[src/rtl/flowbuf_pkg.sv]
package flowbuf_pkg;

    typedef enum logic [2:0] {
        TX_IDLE,
        TX_WAIT,
        TX_START,
        TX_DATA,
        TX_STOP
    } tx_state_e;

    typedef enum logic [1:0] {
        RX_IDLE,
        RX_START,
        RX_DATA,
        RX_STOP
    } rx_state_e;

endpackage

[src/rtl/flowbuf_fifo.sv]
module flowbuf_fifo #(
    parameter int DEPTH = 512,
    parameter int WIDTH = 8,
    localparam int AW = (DEPTH > 1) ? $clog2(DEPTH) : 1,
    localparam int CW = $clog2(DEPTH + 1)
) (
    input  logic             clk,
    input  logic             rst_n,
    input  logic             push_i,
    input  logic [WIDTH-1:0] data_i,
    input  logic             pop_i,
    output logic [WIDTH-1:0] data_o,
    output logic [CW-1:0]    count_o,
    output logic             full_o,
    output logic             empty_o
);

    typedef struct packed {
        logic [AW-1:0] wr;
        logic [AW-1:0] rd;
        logic [CW-1:0] cnt;
    } fifo_state_t;

    fifo_state_t s_d, s_q;
    logic [WIDTH-1:0] mem_q [DEPTH];
    logic do_push, do_pop;

    assign full_o  = (s_q.cnt == CW'(DEPTH));
    assign empty_o = (s_q.cnt == '0);
    assign do_push = push_i && !full_o;
    assign do_pop  = pop_i && !empty_o;
    assign data_o  = mem_q[s_q.rd];
    assign count_o = s_q.cnt;

    always_comb begin
        s_d = s_q;
        if (do_push) begin
            s_d.wr = (s_q.wr == AW'(DEPTH - 1)) ? '0 : s_q.wr + 1'b1;
        end
        if (do_pop) begin
            s_d.rd = (s_q.rd == AW'(DEPTH - 1)) ? '0 : s_q.rd + 1'b1;
        end
        case ({do_push, do_pop})
            2'b10:   s_d.cnt = s_q.cnt + 1'b1;
            2'b01:   s_d.cnt = s_q.cnt - 1'b1;
            default: s_d.cnt = s_q.cnt;
        endcase
    end

    always_ff @(posedge clk) begin
        if (!rst_n) begin
            s_q <= '0;
        end else begin
            s_q <= s_d;
        end
    end

    always_ff @(posedge clk) begin
        if (do_push) begin
            mem_q[s_q.wr] <= data_i;
        end
    end

    // fill level never exceeds the depth
    a_r9_count_bound: assert property (@(posedge clk) disable iff (!rst_n)
        s_q.cnt <= CW'(DEPTH));

    // a push into a full buffer without a pop leaves the count as it was
    a_r10_full_hold: assert property (@(posedge clk) disable iff (!rst_n)
        (push_i && full_o && !pop_i) |=> (s_q.cnt == $past(s_q.cnt)));

endmodule

[src/rtl/flowbuf_tx.sv]
module flowbuf_tx
    import flowbuf_pkg::*;
#(
    parameter int DIVISOR   = 288,
    parameter int DATA_BITS = 8,
    parameter int STOP_BITS = 1,
    localparam int CNTW = $clog2(DIVISOR + 1),
    localparam int BW   = $clog2(DATA_BITS + STOP_BITS + 1)
) (
    input  logic                 clk,
    input  logic                 rst_n,
    input  logic                 load_i,
    input  logic [DATA_BITS-1:0] byte_i,
    input  logic                 cts_n_i,
    output logic                 ready_o,
    output logic                 line_o
);

    typedef struct packed {
        tx_state_e            st;
        logic [CNTW-1:0]      cnt;
        logic [BW-1:0]        bidx;
        logic [DATA_BITS-1:0] hold;
    } tx_regs_t;

    tx_regs_t r_d, r_q;
    logic     bit_end;
    logic [DATA_BITS-1:0] shifted;

    assign bit_end = (r_q.cnt == CNTW'(DIVISOR - 1));
    assign shifted = r_q.hold >> r_q.bidx;

    always_comb begin
        r_d = r_q;
        unique case (r_q.st)
            TX_IDLE: begin
                if (load_i) begin
                    r_d.hold = byte_i;
                    r_d.st   = TX_WAIT;
                end
            end
            TX_WAIT: begin
                if (!cts_n_i) begin
                    r_d.st  = TX_START;
                    r_d.cnt = '0;
                end
            end
            TX_START: begin
                if (bit_end) begin
                    r_d.cnt  = '0;
                    r_d.bidx = '0;
                    r_d.st   = TX_DATA;
                end else begin
                    r_d.cnt = r_q.cnt + 1'b1;
                end
            end
            TX_DATA: begin
                if (bit_end) begin
                    r_d.cnt = '0;
                    if (r_q.bidx == BW'(DATA_BITS - 1)) begin
                        r_d.bidx = '0;
                        r_d.st   = TX_STOP;
                    end else begin
                        r_d.bidx = r_q.bidx + 1'b1;
                    end
                end else begin
                    r_d.cnt = r_q.cnt + 1'b1;
                end
            end
            TX_STOP: begin
                if (bit_end) begin
                    r_d.cnt = '0;
                    if (r_q.bidx == BW'(STOP_BITS - 1)) begin
                        r_d.bidx = '0;
                        r_d.st   = TX_IDLE;
                    end else begin
                        r_d.bidx = r_q.bidx + 1'b1;
                    end
                end else begin
                    r_d.cnt = r_q.cnt + 1'b1;
                end
            end
            default: r_d.st = TX_IDLE;
        endcase
    end

    always_ff @(posedge clk) begin
        if (!rst_n) begin
            r_q <= '{st: TX_IDLE, cnt: '0, bidx: '0, hold: '0};
        end else begin
            r_q <= r_d;
        end
    end

    always_comb begin
        unique case (r_q.st)
            TX_START: line_o = 1'b0;
            TX_DATA:  line_o = shifted[0];
            default:  line_o = 1'b1;
        endcase
    end

    assign ready_o = (r_q.st == TX_IDLE);

    // a frame only starts when clear-to-send was asserted the cycle before
    a_r3_cts_gate: assert property (@(posedge clk) disable iff (!rst_n)
        $fell(line_o) |-> !$past(cts_n_i));

    // a load while busy does not disturb the byte being sent
    a_r4_busy_ignore: assert property (@(posedge clk) disable iff (!rst_n)
        (load_i && !ready_o) |=> $stable(r_q.hold));

    // the line is high whenever the transmitter is idle or waiting
    a_r2_idle_high: assert property (@(posedge clk) disable iff (!rst_n)
        (r_q.st == TX_IDLE || r_q.st == TX_WAIT) |-> line_o);

endmodule

[src/rtl/flowbuf_rx.sv]
module flowbuf_rx
    import flowbuf_pkg::*;
#(
    parameter int DIVISOR   = 288,
    parameter int DATA_BITS = 8,
    localparam int CNTW = $clog2(DIVISOR + 1),
    localparam int BW   = $clog2(DATA_BITS + 1),
    localparam int HALF = DIVISOR / 2
) (
    input  logic                 clk,
    input  logic                 rst_n,
    input  logic                 line_i,
    output logic                 valid_o,
    output logic [DATA_BITS-1:0] byte_o
);

    typedef struct packed {
        logic [1:0]           sync;
        rx_state_e            st;
        logic [CNTW-1:0]      cnt;
        logic [BW-1:0]        bidx;
        logic [DATA_BITS-1:0] shreg;
        logic                 valid;
    } rx_regs_t;

    rx_regs_t r_d, r_q;
    logic     rx_s;
    logic     bit_end;
    logic     half_end;

    assign rx_s     = r_q.sync[1];
    assign bit_end  = (r_q.cnt == CNTW'(DIVISOR - 1));
    assign half_end = (r_q.cnt == CNTW'(HALF - 1));

    always_comb begin
        r_d       = r_q;
        r_d.sync  = {r_q.sync[0], line_i};
        r_d.valid = 1'b0;
        unique case (r_q.st)
            RX_IDLE: begin
                if (!rx_s) begin
                    r_d.st  = RX_START;
                    r_d.cnt = '0;
                end
            end
            RX_START: begin
                if (half_end) begin
                    r_d.cnt = '0;
                    if (rx_s) begin
                        r_d.st = RX_IDLE;
                    end else begin
                        r_d.st   = RX_DATA;
                        r_d.bidx = '0;
                    end
                end else begin
                    r_d.cnt = r_q.cnt + 1'b1;
                end
            end
            RX_DATA: begin
                if (bit_end) begin
                    r_d.cnt   = '0;
                    r_d.shreg = DATA_BITS'({rx_s, r_q.shreg} >> 1);
                    if (r_q.bidx == BW'(DATA_BITS - 1)) begin
                        r_d.st = RX_STOP;
                    end else begin
                        r_d.bidx = r_q.bidx + 1'b1;
                    end
                end else begin
                    r_d.cnt = r_q.cnt + 1'b1;
                end
            end
            RX_STOP: begin
                if (bit_end) begin
                    r_d.cnt   = '0;
                    r_d.valid = rx_s;
                    r_d.st    = RX_IDLE;
                end else begin
                    r_d.cnt = r_q.cnt + 1'b1;
                end
            end
            default: r_d.st = RX_IDLE;
        endcase
    end

    always_ff @(posedge clk) begin
        if (!rst_n) begin
            r_q <= '{sync: 2'b11, st: RX_IDLE, cnt: '0, bidx: '0,
                     shreg: '0, valid: 1'b0};
        end else begin
            r_q <= r_d;
        end
    end

    assign valid_o = r_q.valid;
    assign byte_o  = r_q.shreg;

    // a start bit found high again at the half-period check is dropped
    a_r6_glitch_reject: assert property (@(posedge clk) disable iff (!rst_n)
        (r_q.st == RX_START && half_end && rx_s) |=> (r_q.st == RX_IDLE && !valid_o));

    // a byte is only delivered from the stop-bit state
    a_r11_valid_from_stop: assert property (@(posedge clk) disable iff (!rst_n)
        valid_o |-> ($past(r_q.st) == RX_STOP));

endmodule

[src/rtl/uart_flowbuf.sv]
module uart_flowbuf #(
    parameter int DIVISOR    = 288,
    parameter int DATA_BITS  = 8,
    parameter int STOP_BITS  = 1,
    parameter int FIFO_DEPTH = 512,
    localparam int CW = $clog2(FIFO_DEPTH + 1)
) (
    input  logic        clk,
    input  logic        rst_n,
    input  logic        bus_cs,
    input  logic        bus_we,
    input  logic [7:0]  bus_addr,
    input  logic [7:0]  bus_wdata,
    output logic [15:0] bus_rdata,
    input  logic        rx_line,
    output logic        tx_line,
    input  logic        cts_in_n,
    output logic        cts_out_n
);

    localparam logic [7:0] A_RX_STAT  = 8'h20;
    localparam logic [7:0] A_RX_DATA  = 8'h21;
    localparam logic [7:0] A_RX_COUNT = 8'h22;
    localparam logic [7:0] A_TX_STAT  = 8'h40;
    localparam logic [7:0] A_TX_DATA  = 8'h41;

    logic                 rx_valid;
    logic [DATA_BITS-1:0] rx_byte;
    logic [DATA_BITS-1:0] head;
    logic [CW-1:0]        count;
    logic                 full, empty;
    logic                 pop, tx_load, tx_ready;

    assign pop     = bus_cs && !bus_we && (bus_addr == A_RX_DATA);
    assign tx_load = bus_cs && bus_we && (bus_addr == A_TX_DATA);

    flowbuf_rx #(
        .DIVISOR   (DIVISOR),
        .DATA_BITS (DATA_BITS)
    ) rx_i (
        .clk     (clk),
        .rst_n   (rst_n),
        .line_i  (rx_line),
        .valid_o (rx_valid),
        .byte_o  (rx_byte)
    );

    flowbuf_fifo #(
        .DEPTH (FIFO_DEPTH),
        .WIDTH (DATA_BITS)
    ) fifo_i (
        .clk     (clk),
        .rst_n   (rst_n),
        .push_i  (rx_valid),
        .data_i  (rx_byte),
        .pop_i   (pop),
        .data_o  (head),
        .count_o (count),
        .full_o  (full),
        .empty_o (empty)
    );

    flowbuf_tx #(
        .DIVISOR   (DIVISOR),
        .DATA_BITS (DATA_BITS),
        .STOP_BITS (STOP_BITS)
    ) tx_i (
        .clk     (clk),
        .rst_n   (rst_n),
        .load_i  (tx_load),
        .byte_i  (bus_wdata[DATA_BITS-1:0]),
        .cts_n_i (cts_in_n),
        .ready_o (tx_ready),
        .line_o  (tx_line)
    );

    assign cts_out_n = full;

    always_comb begin
        bus_rdata = '0;
        unique case (bus_addr)
            A_RX_STAT:  bus_rdata[0] = !empty;
            A_RX_DATA:  bus_rdata[DATA_BITS-1:0] = empty ? '0 : head;
            A_RX_COUNT: bus_rdata[CW-1:0] = count;
            A_TX_STAT:  bus_rdata[0] = tx_ready;
            default:    bus_rdata = '0;
        endcase
    end

    // a delivered byte meeting a full buffer with no read leaves the count unchanged
    a_r10_drop_when_full: assert property (@(posedge clk) disable iff (!rst_n)
        (rx_valid && cts_out_n && !pop) |=> $stable(count));

    // a data read without a new arrival removes exactly one byte
    a_r8_pop_decrements: assert property (@(posedge clk) disable iff (!rst_n)
        (pop && !empty && !rx_valid) |=> (count == $past(count) - 1'b1));

    // the flow-control output is high only at full depth
    a_r9_cts_out: assert property (@(posedge clk) disable iff (!rst_n)
        cts_out_n |-> (count == CW'(FIFO_DEPTH)));

endmodule

[config.mk]
export PLATFORM = sky130hd
export DESIGN_NAME = uart_flowbuf
export DESIGN_NICKNAME = d
export VERILOG_FILES = /design/src/rtl/flowbuf_pkg.sv /design/src/rtl/flowbuf_fifo.sv /design/src/rtl/flowbuf_tx.sv /design/src/rtl/flowbuf_rx.sv /design/src/rtl/uart_flowbuf.sv
export SDC_FILE = /design/constraint.sdc
export NUM_CORES = 2
export LEC_CHECK = 0
export BUFFER_PORTS_ARGS = -buffer_cell sky130_fd_sc_hd__buf_2
export CORE_UTILIZATION = 30
export DETAILED_ROUTE_END_ITERATION = 12
export RECOVER_POWER = 50
export SLEW_MARGIN = 10
export SYNTH_ARGS = -nofsm -noshare
export SYNTH_HDL_FRONTEND = slang
export SYNTH_SLANG_ARGS = --single-unit
export TNS_END_PERCENT = 50
[constraint.sdc]
create_clock -name clk -period 8.24 [get_ports clk]
set_clock_uncertainty 0.1 [all_clocks]
set_input_delay 0.412 -clock clk [delete_from_list [all_inputs] [get_ports clk]]
set_output_delay 0.412 -clock clk [all_outputs]
set_load 0.01 [all_outputs]
==> results.yml <==
pwr:
  power_switching_mw: 8.09
  clkPwrFrac_pct: 45.0
  ir_drop_mv: 0.164
  combPwrFrac_pct: 0.1
  powerDensity_mw_per_mm2: 226
  leakagePower_nw: 54.6
  p_int_mw: 33.8
  swShare_pct: 19.3
  seqPwrFrac_pct: 54.9
drt:
  dr.pass1.iters: 8
  drc: 0
  vias_per_cell: 5.28
  ant_nets: 0
  vias: 85009
  wirelength_um: 449000
  drt-wirelength-per-cell_um: 27.9
  drt_iter0_drc: 10206
global_routing:
  track_usage_pct: 15.8
  grt_pass1_wl_um: 635000
  antenna_found_initial: 32
  overflow: 0
  grt_pass1_vias: 85033
  grt_max_degree: 209
logic_synthesis:
  synth-seq-cells: 4183
  ys_warn_count: 0
  synthTopCellsByArea: "edfxtp_1, mux4_2, mux2i_1"
  yosysSeqAreaShare_pct: 76.3
  synth_common_cells: "edfxtp_1, mux4_2, nor2_1, mux2i_1, clkbuf_1"
  yosys.cell_types.count: 79
  syn_area_mm2: 0.163
  synth_flop_cell: "edfxtp_1"
  synth_edf_count: 4096
  synth_top_area_share_pct: 75.3
  synth_top_area_cell: "edfxtp_1"
  avgSynthCellArea_um2: 19.4
  synth.most_common_cell: "edfxtp_1"
  async_reset_ff_share_pct: 0
  syn-instance-count: 8403
floorplanning:
  row_count: 270
  die_area_mm2: 0.548
  fp.coreArea_mm2: 0.542
  die_w_um: 740
  pin_count: 40
  start_util_pct: 30.2
  die_h_um: 740
cts:
  clk_latency_ns: 0.98
  post_cts_buffers: 0
  clkTransAtPathRegs_ns: 0.06
  cts.sinks: 4183
  htreeDepth: 5
  cts_buffers: 412
  clockRootBuffer: "clkbuf_16"
  tritoncts: "done"
  clk_path_buf_depth: 4
sta:
  final.setup.tns_ns: 0
  setup_viol: 0
  hold_violations: 0
  slew-limit-headroom_pct: -212
  fmax_mhz: 135
  fin_hold_ws_ns: 0.338
  rsz0062_at_grt: "no"
  drv_slew: 3609
  tightest_slew_ns: 4.68
  finalCritPeriodShare_pct: 89.9
  fin_crit_ns: 7.41
critical_path:
  crit_fanout: 193
  startpoint_type: "flip-flop"
  endpoint: "fifo_i.mem_q[119][4]$_DFFE_PP_"
  r2r-end: "fifo_i.mem_q[119][4]$_DFFE_PP_"
  reg2reg_depth: 2
  end_kind: "flip-flop"
  reg2reg_from: "rx_i.byte_o[4]$_SDFFE_PN0P_"
  critPathRequiredTime_ns: 8.66
  r2r_setup_slack_ns: 0.83
  crit_arrival_ns: 7.83
  crit_start: "rx_i.byte_o[4]$_SDFFE_PN0P_"
  path_class: "reg -> reg"
outcome:
  violations: "max-capacitance violations, max-slew violations"
  status: "finished with violations"
layout:
  fin_nets: 8573
  fin_area_mm2: 0.186
  layout-drive-gt1-share_pct: 17.9
  nFillCells: 50193
  stdcell_count: 16093
  area.growth.synth_to_final_pct: 13.5
hold_path:
  hp-start: "rx_i.r_d[25]$_SDFF_PN1_"
  hold_path.class: "reg -> reg"
  min_path_cells: 1
placed_design:
  dpl.hpwl_um: 271000
  port-buffer-count: 33
  routabilityCongestion: 0.856
  dp.cells: 15294
  place_area_mm2: 0.172
run:
  max_cap_viol_count: 40
layout by cell type (no fill, tap or decap), types with 21 or more instances in the layout:
master         count
edfxtp_1        4096
mux4_2           746
nor2_1           653
mux2i_1          642
clkbuf_16        420
o22ai_1          203
nand2_1          195
o221ai_1         149
o21ai_0          148
a21oi_1          145
buf_4            125
a22oi_1          100
clkbuf_1         100
clkinv_1          93
a211oi_1          92
dfxtp_1           80
clkinv_2          77
nand3_1           73
nor3_1            58
nand4_1           46
bufinv_16         46
dlygate4sd3_1     32
buf_2             32
nor2b_1           31
buf_12            22
xor2_1            21
a21boi_0          21
cell type report:
type | count | area, um^2 | area share [%]
multi-input combinational | 3668 | 36200 | 19.5
sequential | 4183 | 125000 | 67.2
tap | 7208 | 9020 | 4.86
clock buffer | 499 | 10800 | 5.84
timing repair buffer | 245 | 2000 | 1.08
clock inverter | 257 | 2630 | 1.42
inverter | 22 | 91.3 | 0.0492
antenna | 11 | 27.5 | 0.0148
flip-flops by register name, indices dropped and copies added, names as in the netlist, named ones only:
signal and cells:
fifo_i.mem_q 4096, tx_i.r_q 24, fifo_i.s_q 18, rx_i.r_q 15
fifo_i.count_o 10, rx_i.byte_o 8, rx_i.r_d 1, rx_i.valid_o 1
worst min path at each step:
stage,slack [ns],to
2_1_floorplan,0.29,rx_i.r_q[25]$_SDFF_PN1_
3_3_place_gp,0.33,rx_i.r_q[25]$_SDFF_PN1_
3_5_place_dp,0.32,rx_i.r_q[25]$_SDFF_PN1_
4_1_cts,0.32,fifo_i.s_q[11]$_SDFFE_PN0P_
5_1_grt,0.37,rx_i.r_q[25]$_SDFF_PN1_
6_report,0.34,rx_i.r_q[25]$_SDFF_PN1_
through the flow:
stage | util [%] | power, mW | setup slack (ns)
3_5_place_dp | 31.8 | 23.5 | 2.09
3_3_place_gp | 31.8 | 23.5 | 2.00
5_1_grt | 34.3 | 42.9 | 0.465
6_report | 34.3 | 41.9 | 0.834
4_1_cts | 34.3 | 42.1 | 1.01
2_1_floorplan | - | 23.5 | 0.0989
repair_timing:
item | 4_1_cts | 5_1_grt
resized for setup | 0 | 0
hold buffers | 32 | 0
hold endpoints to repair | 48 | 0
power by group through the flow:
stage / registers, mW / clock network, mW / logic, mW
after floorplan: 23.4 / 0 / 0.0332
after global placement: 23.4 / 0 / 0.0434
after detailed placement: 23.4 / 0 / 0.0457
after CTS: 23.0 / 19.1 / 0.0509
after global routing: 23.0 / 19.9 / 0.0576
final: 23.0 / 18.9 / 0.0507
metal layers:
metal	global-route usage [%]	share of wire (%)
met1	21.3	40
met3	3.43	9.2
met2	25.3	47
met4	5.38	3.6
met5	0	0.012
logic make-up after synthesis:
logic type | count (synthesis) | share of synthesized area [%]
buffers and inverters | 557 | 1.62
XOR/XNOR | 37 | 0.198
flip-flops | 4183 | 76.3
multiplexers | 1399 | 14.3
adder cells (fa/ha/maj) | 19 | 0.145
AND/OR/NAND/NOR | 1215 | 3.28
other | 1 | 0.00229
AO/OA/AOI/OAI | 992 | 4.13
critical path, cell delays in order, from the launching register on:
cell      delay (ns)
dfxtp_1         1.64
clkbuf_2        3.33
clkbuf_2        1.59
No activity file was read; power rests on OpenSTA's default activity.
